### config.mk
export PLATFORM = sky130hd
export DESIGN_NAME = instr_decoder
export DESIGN_NICKNAME = d
export VERILOG_FILES = /design/src/rtl/dec_pkg.sv /design/src/rtl/dec_sext.sv /design/src/rtl/dec_category.sv /design/src/rtl/dec_word_reg.sv /design/src/rtl/instr_decoder.sv
export SDC_FILE = /design/constraint.sdc
export NUM_CORES = 1
export LEC_CHECK = 0
export ABC_AREA = 1
export BUFFER_PORTS_ARGS = -buffer_cell sky130_fd_sc_hd__buf_2
export CAP_MARGIN = 10
export CORE_MARGIN = 4
export CORE_UTILIZATION = 50
export CTS_CLUSTER_DIAMETER = 40
export DETAILED_ROUTE_END_ITERATION = 6
export PLACE_DENSITY = 0.78
export SLEW_MARGIN = 20
export SYNTH_ARGS = -nofsm -noshare
export SYNTH_HDL_FRONTEND = slang
export SYNTH_HIERARCHICAL = 1
export SYNTH_SLANG_ARGS = --single-unit
### constraint.sdc
create_clock -name clk -period 0.9 [get_ports clk]
set_input_delay 0.045 -clock clk [delete_from_list [all_inputs] [get_ports clk]]
set_output_delay 0.045 -clock clk [all_outputs]
set_load 0.03 [all_outputs]
### src/rtl/dec_pkg.sv
package dec_pkg;

  localparam int INSTR_W = 16;
  localparam int RADDR_W = 3;
  localparam int CAT_W   = 3;
  localparam int SUB_W   = 4;
  localparam int FUNC_W  = SUB_W + 1;
  localparam int IMM_W   = 3;
  localparam int OFS_W   = 2 * RADDR_W;
  localparam int COND_W  = 3;

  // Field positions shared by every format
  localparam int CAT_LSB = 13;
  localparam int SUB_LSB = 9;
  localparam int DST_LSB = 6;
  localparam int SRA_LSB = 3;
  localparam int SRB_LSB = 0;

  typedef enum logic [CAT_W-1:0] {
    CAT_REG_ALU   = 3'b000,
    CAT_IMM_ALU   = 3'b001,
    CAT_LOAD      = 3'b010,
    CAT_STORE     = 3'b011,
    CAT_REG_SHIFT = 3'b100,
    CAT_IMM_SHIFT = 3'b101,
    CAT_BRANCH    = 3'b110,
    CAT_JUMP      = 3'b111
  } cat_e;

  typedef struct packed {
    logic bsel_const;
    logic wb_from_mem;
    logic reg_we;
    logic mem_we;
    logic is_branch;
    logic is_jump;
    logic shift_fn;
    logic fwd_fn;
  } sel_t;

  localparam sel_t SEL_NOP = '0;

endpackage

### src/rtl/dec_sext.sv
module dec_sext #(
  parameter int IN_W  = 3,
  parameter int OUT_W = 16
) (
  input  logic [IN_W-1:0]  val_in,
  output logic [OUT_W-1:0] val_out
);

  localparam int PAD_W = OUT_W - IN_W;

  generate
    if (PAD_W > 0) begin : g_pad
      assign val_out = {{PAD_W{val_in[IN_W-1]}}, val_in};
    end else begin : g_same
      assign val_out = val_in[OUT_W-1:0];
    end
  endgenerate

endmodule

### src/rtl/dec_category.sv
module dec_category
  import dec_pkg::*;
(
  input  logic [CAT_W-1:0] cat_bits,
  input  logic [SUB_W-1:0] sub_bits,
  output sel_t             sel
);

  cat_e cat;
  logic sub_zero;

  assign cat      = cat_e'(cat_bits);
  assign sub_zero = (sub_bits == '0);

  always_comb begin
    sel = SEL_NOP;
    unique case (cat)
      CAT_REG_ALU: begin
        sel.reg_we = 1'b1;
        sel.fwd_fn = 1'b1;
      end
      CAT_IMM_ALU: begin
        sel.bsel_const = 1'b1;
        sel.reg_we     = 1'b1;
        sel.fwd_fn     = 1'b1;
      end
      CAT_LOAD: begin
        if (sub_zero) begin
          sel.wb_from_mem = 1'b1;
          sel.reg_we      = 1'b1;
        end
      end
      CAT_STORE: begin
        if (sub_zero) begin
          sel.mem_we = 1'b1;
        end
      end
      CAT_REG_SHIFT: begin
        sel.reg_we   = 1'b1;
        sel.shift_fn = 1'b1;
        sel.fwd_fn   = 1'b1;
      end
      CAT_IMM_SHIFT: begin
        sel.bsel_const = 1'b1;
        sel.reg_we     = 1'b1;
        sel.shift_fn   = 1'b1;
        sel.fwd_fn     = 1'b1;
      end
      CAT_BRANCH: begin
        if (!sub_bits[SUB_W-1]) begin
          sel.is_branch = 1'b1;
        end
      end
      CAT_JUMP: begin
        if (sub_zero) begin
          sel.is_jump = 1'b1;
        end
      end
      default: sel = SEL_NOP;
    endcase
  end

endmodule

### src/rtl/dec_word_reg.sv
module dec_word_reg #(
  parameter int W = 8
) (
  input  logic         clk,
  input  logic         rst_n,
  input  logic         en,
  input  logic [W-1:0] d,
  output logic [W-1:0] q
);

  logic [W-1:0] q_next;

  always_comb begin
    q_next = q;
    if (en) begin
      q_next = d;
    end
  end

  always_ff @(posedge clk or negedge rst_n) begin
    if (!rst_n) begin
      q <= '0;
    end else begin
      q <= q_next;
    end
  end

endmodule

### src/rtl/instr_decoder.sv
module instr_decoder
  import dec_pkg::*;
#(
  parameter int DATA_W = 16
) (
  input  logic                 clk,
  input  logic                 rst_n,
  input  logic                 dec_en,
  input  logic [INSTR_W-1:0]   instr,
  output logic [RADDR_W-1:0]   dst_addr,
  output logic [RADDR_W-1:0]   srca_addr,
  output logic [RADDR_W-1:0]   srcb_addr,
  output logic                 bsel_const,
  output logic [FUNC_W-1:0]    alu_func,
  output logic                 mem_we,
  output logic                 wb_from_mem,
  output logic                 reg_we,
  output logic [DATA_W-1:0]    imm_value,
  output logic [DATA_W-1:0]    pc_offset,
  output logic [COND_W-1:0]    branch_cond,
  output logic                 is_branch,
  output logic                 is_jump
);

  localparam int WORD_W = 3 * RADDR_W + 1 + FUNC_W + 3 + 2 * DATA_W + COND_W + 2;

  logic [CAT_W-1:0]   cat_bits;
  logic [SUB_W-1:0]   sub_bits;
  logic [IMM_W-1:0]   imm_raw;
  logic [OFS_W-1:0]   ofs_raw;
  logic [DATA_W-1:0]  imm_ext;
  logic [DATA_W-1:0]  ofs_ext;
  sel_t               sel;
  logic [FUNC_W-1:0]  func_d;
  logic [COND_W-1:0]  cond_d;
  logic [WORD_W-1:0]  word_d;
  logic [WORD_W-1:0]  word_q;

  assign cat_bits = instr[CAT_LSB +: CAT_W];
  assign sub_bits = instr[SUB_LSB +: SUB_W];
  assign imm_raw  = instr[SRB_LSB +: IMM_W];
  assign ofs_raw  = {instr[DST_LSB +: RADDR_W], instr[SRB_LSB +: RADDR_W]};

  dec_category u_cat (
    .cat_bits (cat_bits),
    .sub_bits (sub_bits),
    .sel      (sel)
  );

  dec_sext #(.IN_W(IMM_W), .OUT_W(DATA_W)) u_imm_ext (
    .val_in  (imm_raw),
    .val_out (imm_ext)
  );

  dec_sext #(.IN_W(OFS_W), .OUT_W(DATA_W)) u_ofs_ext (
    .val_in  (ofs_raw),
    .val_out (ofs_ext)
  );

  assign func_d = sel.fwd_fn    ? {sel.shift_fn, sub_bits}  : '0;
  assign cond_d = sel.is_branch ? sub_bits[COND_W-1:0]      : '0;

  assign word_d = {instr[DST_LSB +: RADDR_W],
                   instr[SRA_LSB +: RADDR_W],
                   instr[SRB_LSB +: RADDR_W],
                   sel.bsel_const,
                   func_d,
                   sel.mem_we,
                   sel.wb_from_mem,
                   sel.reg_we,
                   imm_ext,
                   ofs_ext,
                   cond_d,
                   sel.is_branch,
                   sel.is_jump};

  dec_word_reg #(.W(WORD_W)) u_word (
    .clk   (clk),
    .rst_n (rst_n),
    .en    (dec_en),
    .d     (word_d),
    .q     (word_q)
  );

  assign {dst_addr, srca_addr, srcb_addr, bsel_const, alu_func, mem_we,
          wb_from_mem, reg_we, imm_value, pc_offset, branch_cond,
          is_branch, is_jump} = word_q;

endmodule

==> results of run 1 <==
power by group through the flow:
stage	logic [mW]	clock network [mW]	registers, mW
after CTS	1.40	1.69	2.80
after global routing	1.63	1.82	2.83
after global placement	1.06	0	2.80
final	1.51	1.63	2.81
after detailed placement	1.07	0	2.80
after floorplan	0.381	0	3.20
through the flow:
stage | total power, mW | TNS (ns) | instances | worst slack [ns]
global placement | 3.86 | 0 | 408 | 0.0886
CTS | 5.88 | -0.195 | 439 | -0.0161
detailed placement | 3.88 | 0 | 408 | 0.0700
floorplan | 3.58 | 0 | 303 | 0.171
global route | 6.28 | -1.82 | 458 | -0.0526
finish | 5.95 | -0.00615 | 458 | -0.00397
synthesized netlist by cell type:
library cell | n | share of area
nand2_1 | 178 | 0.27
dfrtp_1 | 55 | 0.55
buf_4 | 33 | 0.099
inv_1 | 16 | 0.024
buf_2 | 5 | 0.010
nor2_1 | 5 | 0.0075
clkbuf_8 | 4 | 0.022
inv_2 | 2 | 0.0030
nand3_1 | 2 | 0.0040
buf_6 | 1 | 0.0045
nor2_2 | 1 | 0.0025
nor3_1 | 1 | 0.0020
routing by layer:
layer  global-route usage  up-vias  part of all wire
met4               0.0437        0            0.0079
met3               0.0585        4             0.069
met1                0.230      960              0.40
met2                0.315       67              0.52
met5                    0        -                 0
li1                     -     1027                 -
worst max path at each step:
stage / slack (ns) / end / start / cells past startpoint
6_report: -0.004 / alu_func[3] / u_word/q[43] / 1
4_1_cts: -0.02 / alu_func[3] / u_word/q[43] / 1
3_3_place_gp: 0.09 / u_word/q[2] / instr[13] / 9
5_1_grt: -0.05 / alu_func[2] / u_word/q[42] / 1
2_1_floorplan: 0.17 / u_word/q[0] / u_word/q[0] / 2
3_5_place_dp: 0.07 / u_word/q[3] / instr[13] / 9
cell families after synthesis:
kind of cell,count (synthesis),synth area share
and+or+nand+nor,187,0.284
buffers and inverters,61,0.163
DFF,55,0.552
cell type report:
cell class | instances | area (um^2)
Sequential cell | 55 | 1380
Fill cell | 353 | 1290
Timing Repair Buffer | 123 | 1140
Multi-Input combinational cell | 187 | 708
Tap cell | 67 | 83.8
Clock buffer | 6 | 82.6
Inverter | 18 | 67.6
Clock inverter | 2 | 35.0
what timing repair did:
item                       4_1_cts  5_1_grt
hold endpoints to repair        67        0
gates resized for setup        106        4
hold buffers                     8        0
setup endpoints to repair       55       55
buffers inserted                15       19
==> impl_metrics.py, run 1 <==
metrics = {
    "sta": {
        "finalHoldViolCount": 0,
        "setup_viol": 2,
        "whs_ns": 0.0558,
        "worst_slack_ns": -0.00397,
        "slew_violations": 0,
        "max_slew_margin": 0.810,
        "min_period_ns": 0.904,
        "skew_ns": 0,
        "tightest_slew_ns": 0.284,
        "rsz0062_at_grt": "yes",
        "finalCritPeriodShare": 1.00,
        "clock.fmax_mhz": 1110,
    },
    "die": {
        "dieHeight_um": 78.6,
        "io-pin-count": 74,
        "core_mm2": 0.00479,
        "initial_core_util": 0.521,
        "die_area_mm2": 0.00618,
        "die_w_um": 78.6,
        "rows": 25,
    },
    "setup_path": {
        "critPathRequiredTime_ns": 0.85,
        "cp-end-kind": "primary output",
        "r2r_setup_slack_ns": -0.004,
        "worstSetupPathType": "flop to primary output",
        "worstRegToRegCells": 4,
        "critical-path-top-delay-family": "flip-flops",
        "arrival_ns": 0.86,
        "r2r_end": "u_word/q[18]",
        "critPathSlowestCell": "dfrtp_1",
        "path_cells": "buf_6",
        "worstSetupStartpointType": "flop",
        "r2r_start": "u_word/q[18]",
        "path_buf_inv": 1,
        "worstPathMaxFanout": 2,
        "cpPeakStageDelay_ns": 0.41,
    },
    "clock_network": {
        "cts.sinks": 55,
        "htree_num_levels": 2,
        "clock_latency_ns": 0.30,
        "cts_root_buffer": "clkbuf_8",
        "cts_tree": "yes",
        "cts.clk_slew.worst_paths_ns": 0.09,
        "cts_buffer_depth": 2,
        "cts_made_buffers": 5,
    },
    "power": {
        "seqPwrFrac": 0.471,
        "power_density_mw_per_mm2": 1700,
        "swShare": 0.286,
        "internal-power_mw": 4.25,
        "pwr-share-clk": 0.274,
        "p_switching_mw": 1.70,
        "combPwrFrac": 0.254,
        "vdd_drop_max_mv": 1.08,
        "cellLeakagePower_nw": 2.04,
    },
    "min_path": {
        "worstHoldEndpoint": "u_word/q[4]",
        "min_path_type": "input port to flop",
        "hold_path_depth": 5,
        "holdCritStartpoint": "instr[11]",
    },
    "finish": {
        "top_regs": "u_word/q (55)",
        "largest_register_ffs": 55,
        "area_delta_synth_final_pct": 40.3,
        "final_util": 0.730,
        "finish.instance_area_mm2": 0.00350,
        "num_antenna_cells": 0,
        "finalNetCount": 409,
        "final_cell_mix": "nand2_1, buf_6, dfrtp_1, buf_4, buf_2",
        "drive_above_1_share": 0.322,
        "layout_commonest_cell": "nand2_1",
        "top_register": "u_word/q",
    },
    "logic_synthesis": {
        "syn_avg_cell_area_um2": 8.22,
        "syn_area_mm2": 0.00249,
        "syn_inst": 303,
        "synth-seq-cells": 55,
        "synthDistinctLibCells": 12,
        "yosysWarnings": 6,
        "syn_nets": 322,
        "ys_seq_area_frac": 0.552,
    },
    "grt": {
        "grt_max_degree": 56,
        "grt_overflow_total": 0,
        "grtUsageTotal": 0.185,
        "grt_pass1_wl_mm": 9.14,
        "antenna_found_initial": 0,
        "grt_pass1_vias": 2011,
    },
    "placement": {
        "numPortBuffers": 73,
        "place_hpwl_mm": 3.18,
        "dpl_cell_area_mm2": 0.00270,
        "place.gp.congestion": 0.778,
    },
    "route": {
        "vias_per_cell": 4.49,
        "wl_per_cell_um": 12.2,
        "drc_errors": 0,
        "ant_nets": 0,
        "wl_mm": 5.60,
        "drt-initial-drc-count": 102,
        "drtPass1Iterations": 5,
        "vias": 2058,
    },
    "job": {
        "drv_cap": 0,
    },
    "status": {
        "violations": "setup timing",
        "status": "finished with violations",
    },
}
Power figures use the tool's default switching activity.
==> run 2, diff against run 1 <==
==> constraint.sdc (replaced) <==
create_clock -name clk -period 1 [get_ports clk]
set_input_delay 0.05 -clock clk [delete_from_list [all_inputs] [get_ports clk]]
set_output_delay 0.05 -clock clk [all_outputs]
set_load 0.03 [all_outputs]
==> impl_metrics.py, run 2 (synthesis results as in run 1) <==
metrics = {
    "sta": {
        "skew_ns": 0,
        "whs_ns": 0.0295,
        "finalHoldViolCount": 0,
        "rsz0062_at_grt": "no",
        "setup_viol": 0,
        "finalCritPeriodShare": 0.940,
        "fin_tns_setup_ns": 0,
        "tightest_slew_ns": 0.394,
        "slew_violations": 0,
        "max_slew_margin": 0.735,
        "min_period_ns": 0.940,
        "clock.fmax_mhz": 1060,
    },
    "placement": {
        "place.gp.congestion": 0.772,
        "dp.cells": 406,
        "place_hpwl_mm": 3.24,
        "numPortBuffers": 73,
        "dpl_cell_area_mm2": 0.00267,
    },
    "power": {
        "seqPwrFrac": 0.525,
        "vdd_drop_max_mv": 0.663,
        "swShare": 0.301,
        "cellLeakagePower_nw": 1.76,
        "internal-power_mw": 3.31,
        "p_switching_mw": 1.42,
        "combPwrFrac": 0.204,
        "power_density_mw_per_mm2": 1660,
        "pwr-share-clk": 0.271,
    },
    "grt": {
        "grt_pass1_wl_mm": 8.36,
        "grt_max_degree": 56,
        "grt_overflow_total": 0,
        "grt_pass1_vias": 1840,
        "antenna_found_initial": 0,
        "grtUsageTotal": 0.167,
    },
    "route": {
        "wl_met3_um": 375,
        "drtPass1Iterations": 4,
        "dr.max_layer_used": "met4",
        "met2_length_mm": 2.23,
        "ant_nets": 0,
        "drc_errors": 0,
        "drt-initial-drc-count": 74,
        "vias": 1885,
        "vias_per_cell": 4.47,
        "wl_per_cell_um": 11.3,
        "wl_met1_mm": 2.12,
        "wl_mm": 4.77,
    },
    "finish": {
        "stdcell_count": 422,
        "area_delta_synth_final_pct": 14.5,
        "drive_above_1_share": 0.251,
        "finalNetCount": 373,
        "finish.instance_area_mm2": 0.00285,
        "top_register": "u_word/q",
        "n_fill_cell": 465,
        "multi_input_area_um2": 708,
        "final_cell_mix": "nand2_1, buf_2, dfrtp_1, inv_1, dlygate4sd3_1",
        "top_regs": "u_word/q (55)",
        "num_antenna_cells": 0,
        "final-seq-area_mm2": 0.00138,
        "final_util": 0.596,
        "layout_commonest_cell": "nand2_1",
        "largest_register_ffs": 55,
    },
    "die": {
        "die_area_mm2": 0.00618,
        "dieHeight_um": 78.6,
        "rows": 25,
        "core_mm2": 0.00479,
        "initial_core_util": 0.521,
        "io-pin-count": 74,
        "die_w_um": 78.6,
    },
    "setup_path": {
        "worstSetupPathType": "flop to primary output",
        "critical-path-top-delay-family": "flip-flops",
        "path_buf_inv": 1,
        "cp-end-kind": "primary output",
        "path_cells": "buf_2",
        "critPathRequiredTime_ns": 0.95,
        "cpPeakStageDelay_ns": 0.41,
        "worstSetupStartpointType": "flop",
        "worstPathMaxFanout": 2,
        "arrival_ns": 0.89,
        "critPathSlowestCell": "dfrtp_1",
    },
    "clock_network": {
        "clock_latency_ns": 0.29,
        "cts_tree": "yes",
        "cts_root_buffer": "clkbuf_8",
        "cts_resized": 0,
        "cts.sinks": 55,
        "post_cts.repair.setup_buffers": 0,
        "ctsHoldBuffers": 8,
        "cts_made_buffers": 5,
        "cts_buffer_depth": 2,
        "cts.clk_slew.worst_paths_ns": 0.09,
        "htree_num_levels": 2,
    },
    "job": {
        "drv_cap": 0,
    },
    "min_path": {
        "min_path_type": "input port to flop",
    },
    "status": {
        "status": "complete, no violations",
    },
}
## run 2: changes by cell type in the layout (fill, tap and decap cells not counted), sizes merged
cell    change
buf        -36
clkinv      -1
bufinv      -1
clkbuf      +2
## run 2: final timing paths
check	from	endpoint	slack (ns)	cells past startpoint
worst max-delay path	u_word/q[2]	branch_cond[0]	0.06	1
worst min-delay path	dec_en	u_word/q[36]	0.03	3
worst max register to register	u_word/q[2]	u_word/q[2]	0.36	2
worst min register to register	u_word/q[13]	u_word/q[13]	0.47	2
max in group asynchronous	rst_n	u_word/q[36]	0.47	3
min in group asynchronous	rst_n	u_word/q[18]	0.29	3
## run 2: per-stage QoR
stage	worst slack (ns)	power, mW
6_report	0.0602	4.73
3_5_place_dp	0.0553	3.48
5_1_grt	0.0205	4.99
3_3_place_gp	0.0824	3.46
4_1_cts	0.0468	4.80
2_1_floorplan	0.271	3.22
## run 2: cell type report
type,instances,area share
Multi-Input combinational cell,187,0.248
Inverter,18,0.0237
Tap cell,67,0.0294
Sequential cell,55,0.483
Clock buffer,8,0.0351
Timing Repair Buffer,87,0.181
## run 2: metal layers
| metal | global-route usage | vias to the layer above |
|---|---|---|
| met5 | 0 | - |
| met4 | 0.0367 | 0 |
| met3 | 0.0447 | 6 |
| met2 | 0.289 | 57 |
| met1 | 0.208 | 865 |
| li1 | - | 957 |
## run 2: power groups by stage
stage                     Clock [mW]  Sequential, mW  Combinational, mW
after global routing            1.42            2.51               1.06
after detailed placement           0            2.53              0.958
after CTS                       1.33            2.49              0.980
final                           1.28            2.48              0.964
after floorplan                    0            2.88              0.343
after global placement             0            2.52              0.940
==> run 3, diff against run 2 <==
--- a/config.mk
+++ b/config.mk
@@ -6,13 +6,11 @@
 export NUM_CORES = 1
 export LEC_CHECK = 0
 export ABC_AREA = 1
-export BUFFER_PORTS_ARGS = -buffer_cell sky130_fd_sc_hd__buf_2
 export CAP_MARGIN = 10
 export CORE_MARGIN = 4
 export CORE_UTILIZATION = 50
-export CTS_CLUSTER_DIAMETER = 40
 export DETAILED_ROUTE_END_ITERATION = 6
-export PLACE_DENSITY = 0.78
+export DONT_BUFFER_PORTS = 1
 export SLEW_MARGIN = 20
 export SYNTH_ARGS = -nofsm -noshare
 export SYNTH_HDL_FRONTEND = slang
==> constraint.sdc (replaced) <==
create_clock -name clk -period 1.05 [get_ports clk]
set_input_delay 0.0525 -clock clk [delete_from_list [all_inputs] [get_ports clk]]
set_output_delay 0.0525 -clock clk [all_outputs]
set_load 0.03 [all_outputs]
==> impl_metrics.py, run 3 (synthesis results as in run 1) <==
metrics = {
    "status": {
        "violations": "hold timing",
        "status": "finished with violations",
    },
    "placement": {
        "dpl_cell_area_mm2": 0.00268,
        "numPortBuffers": 0,
        "place_hpwl_mm": 3.02,
        "pre_cts_ws_ns": 0.243,
        "place.gp.congestion": 0.800,
        "dp.cells": 384,
    },
    "finish": {
        "area_delta_synth_final_pct": 22.9,
        "drive_above_1_share": 0.196,
        "final_cell_mix": "nand2_1, buf_4, dfrtp_1, dlygate4sd3_1, inv_1",
        "finalNetCount": 370,
        "n_fill_cell": 441,
        "layout_commonest_cell": "nand2_1",
        "finish.instance_area_mm2": 0.00306,
        "largest_register_ffs": 55,
        "num_antenna_cells": 0,
        "stdcell_count": 419,
        "top_register": "u_word/q",
        "top_regs": "u_word/q (55)",
    },
    "power": {
        "swShare": 0.291,
        "p_switching_mw": 1.33,
        "vdd_drop_max_mv": 0.649,
        "power_density_mw_per_mm2": 1490,
        "internal-power_mw": 3.24,
        "cellLeakagePower_nw": 1.74,
        "pwr-share-clk": 0.273,
        "finalPower_mw": 4.57,
        "combPwrFrac": 0.208,
        "seqPwrFrac": 0.519,
    },
    "route": {
        "vias_per_cell": 4.47,
        "drtPass1Iterations": 4,
        "drc_errors": 0,
        "ant_nets": 0,
        "wl_per_cell_um": 12.1,
        "vias": 1872,
        "wl_mm": 5.06,
        "drt-initial-drc-count": 113,
    },
    "grt": {
        "grtUsageTotal": 0.175,
        "antenna_found_initial": 0,
        "grt_max_degree": 56,
        "grt_pass1_wl_mm": 8.63,
        "grt_overflow_total": 0,
        "grt_pass1_vias": 1816,
    },
    "clock_network": {
        "cts_tree": "yes",
        "cts_buffer_depth": 2,
        "cts_root_buffer": "clkbuf_8",
        "cts.clk_slew.worst_paths_ns": 0.09,
        "cts_made_buffers": 5,
        "cts.sinks": 55,
        "clock_latency_ns": 0.29,
        "htree_num_levels": 2,
    },
    "setup_path": {
        "worstSetupPathType": "input port to flop",
        "critPathRequiredTime_ns": 1.29,
        "cp-end-kind": "flop",
        "critPathSlowestCell": "dlygate4sd3_1",
        "worstSetupStartpointType": "input port",
        "arrival_ns": 1.23,
        "path_common_cell": "nand2_1",
        "path_cells": "inv_1 -> nand2_1 -> nor3_2 -> nand2_1 -> inv_1 -> nand2_1 -> dlygate4sd3_1 -> nand2_1",
        "worstPathMaxFanout": 4,
        "cpPeakStageDelay_ns": 0.56,
    },
    "sta": {
        "clock.fmax_mhz": 1010,
        "finalHoldViolCount": 55,
        "skew_ns": 0,
        "slew_violations": 0,
        "rsz0062_at_grt": "no",
        "fin_tns_setup_ns": 0,
        "min_period_ns": 0.987,
        "whs_ns": -0.563,
        "setup_viol": 0,
        "worst_slack_ns": 0.0633,
        "max_slew_margin": 0.631,
        "tightest_slew_ns": 0.552,
        "finalCritPeriodShare": 0.940,
    },
    "die": {
        "core_mm2": 0.00479,
        "dieHeight_um": 78.6,
        "die_area_mm2": 0.00618,
        "initial_core_util": 0.521,
        "io-pin-count": 74,
        "die_w_um": 78.6,
        "rows": 25,
    },
    "job": {
        "drv_cap": 0,
    },
    "min_path": {
        "min_path_type": "input port to asynchronous set/reset pin",
    },
}
## run 3: area by class of cell
| class | count | area, um^2 | share of cell area |
|---|---|---|---|
| flip-flops and latches | 55 | 1380 | 0.450 |
| repair buffers | 84 | 721 | 0.235 |
| multi-input cells | 187 | 713 | 0.233 |
| clock buffers | 8 | 100 | 0.0327 |
| well taps | 67 | 83.8 | 0.0274 |
| inverters | 18 | 67.6 | 0.0221 |
## run 3: path summary, 6_finish.rpt
path | from | to | slack, ns | cells past startpoint
setup reg to reg | u_word/q[3] | u_word/q[3] | 0.40 | 2
min in group clk | instr[14] | u_word/q[44] | 0 | 5
hold reg to reg | u_word/q[28] | u_word/q[28] | 0.48 | 2
setup / recovery | instr[13] | u_word/q[3] | 0.06 | 8
max in group asynchronous | rst_n | u_word/q[48] | 1.50 | 0
hold / removal | rst_n | u_word/q[20] | -0.56 | 0
## run 3: power groups by stage
| stage | Sequential (mW) | Combinational [mW] | Clock, mW |
|---|---|---|---|
| 2_1_floorplan | 2.74 | 0.327 | 0 |
| 3_3_place_gp | 2.41 | 0.848 | 0 |
| 3_5_place_dp | 2.41 | 0.858 | 0 |
| 4_1_cts | 2.37 | 0.961 | 1.27 |
| 5_1_grt | 2.40 | 1.03 | 1.36 |
| 6_report | 2.37 | 0.950 | 1.25 |
## run 3: worst max-delay path: cells and delay by family
family / cells / cell delay, ns
simple gates: 5 / 0.50
buf+inv: 3 / 0.68
## run 3: layer usage
metal  up-vias  routed length, um  GRT usage  part of all wire
met5         -                  0          0                 0
met4         0                 36     0.0420            0.0071
met3         4                290     0.0356             0.057
met2        45               2520      0.300              0.50
met1       870               2210      0.227              0.44
li1        953                  -          -                 -
## run 3: timing repair
item	4_1_cts	5_1_grt
gates resized for setup	0	1
setup buffers	0	0
endpoints found under the hold margin	110	57
setup endpoints to repair	0	5
hold buffers	28	1
## run 3: stage by stage
step | util | hold WS, ns
after floorplan | - | -0.243
after global placement | 0.559 | -0.241
after CTS | 0.641 | -0.568
final | 0.640 | -0.563
after global routing | 0.640 | -0.582
after detailed placement | 0.559 | -0.241
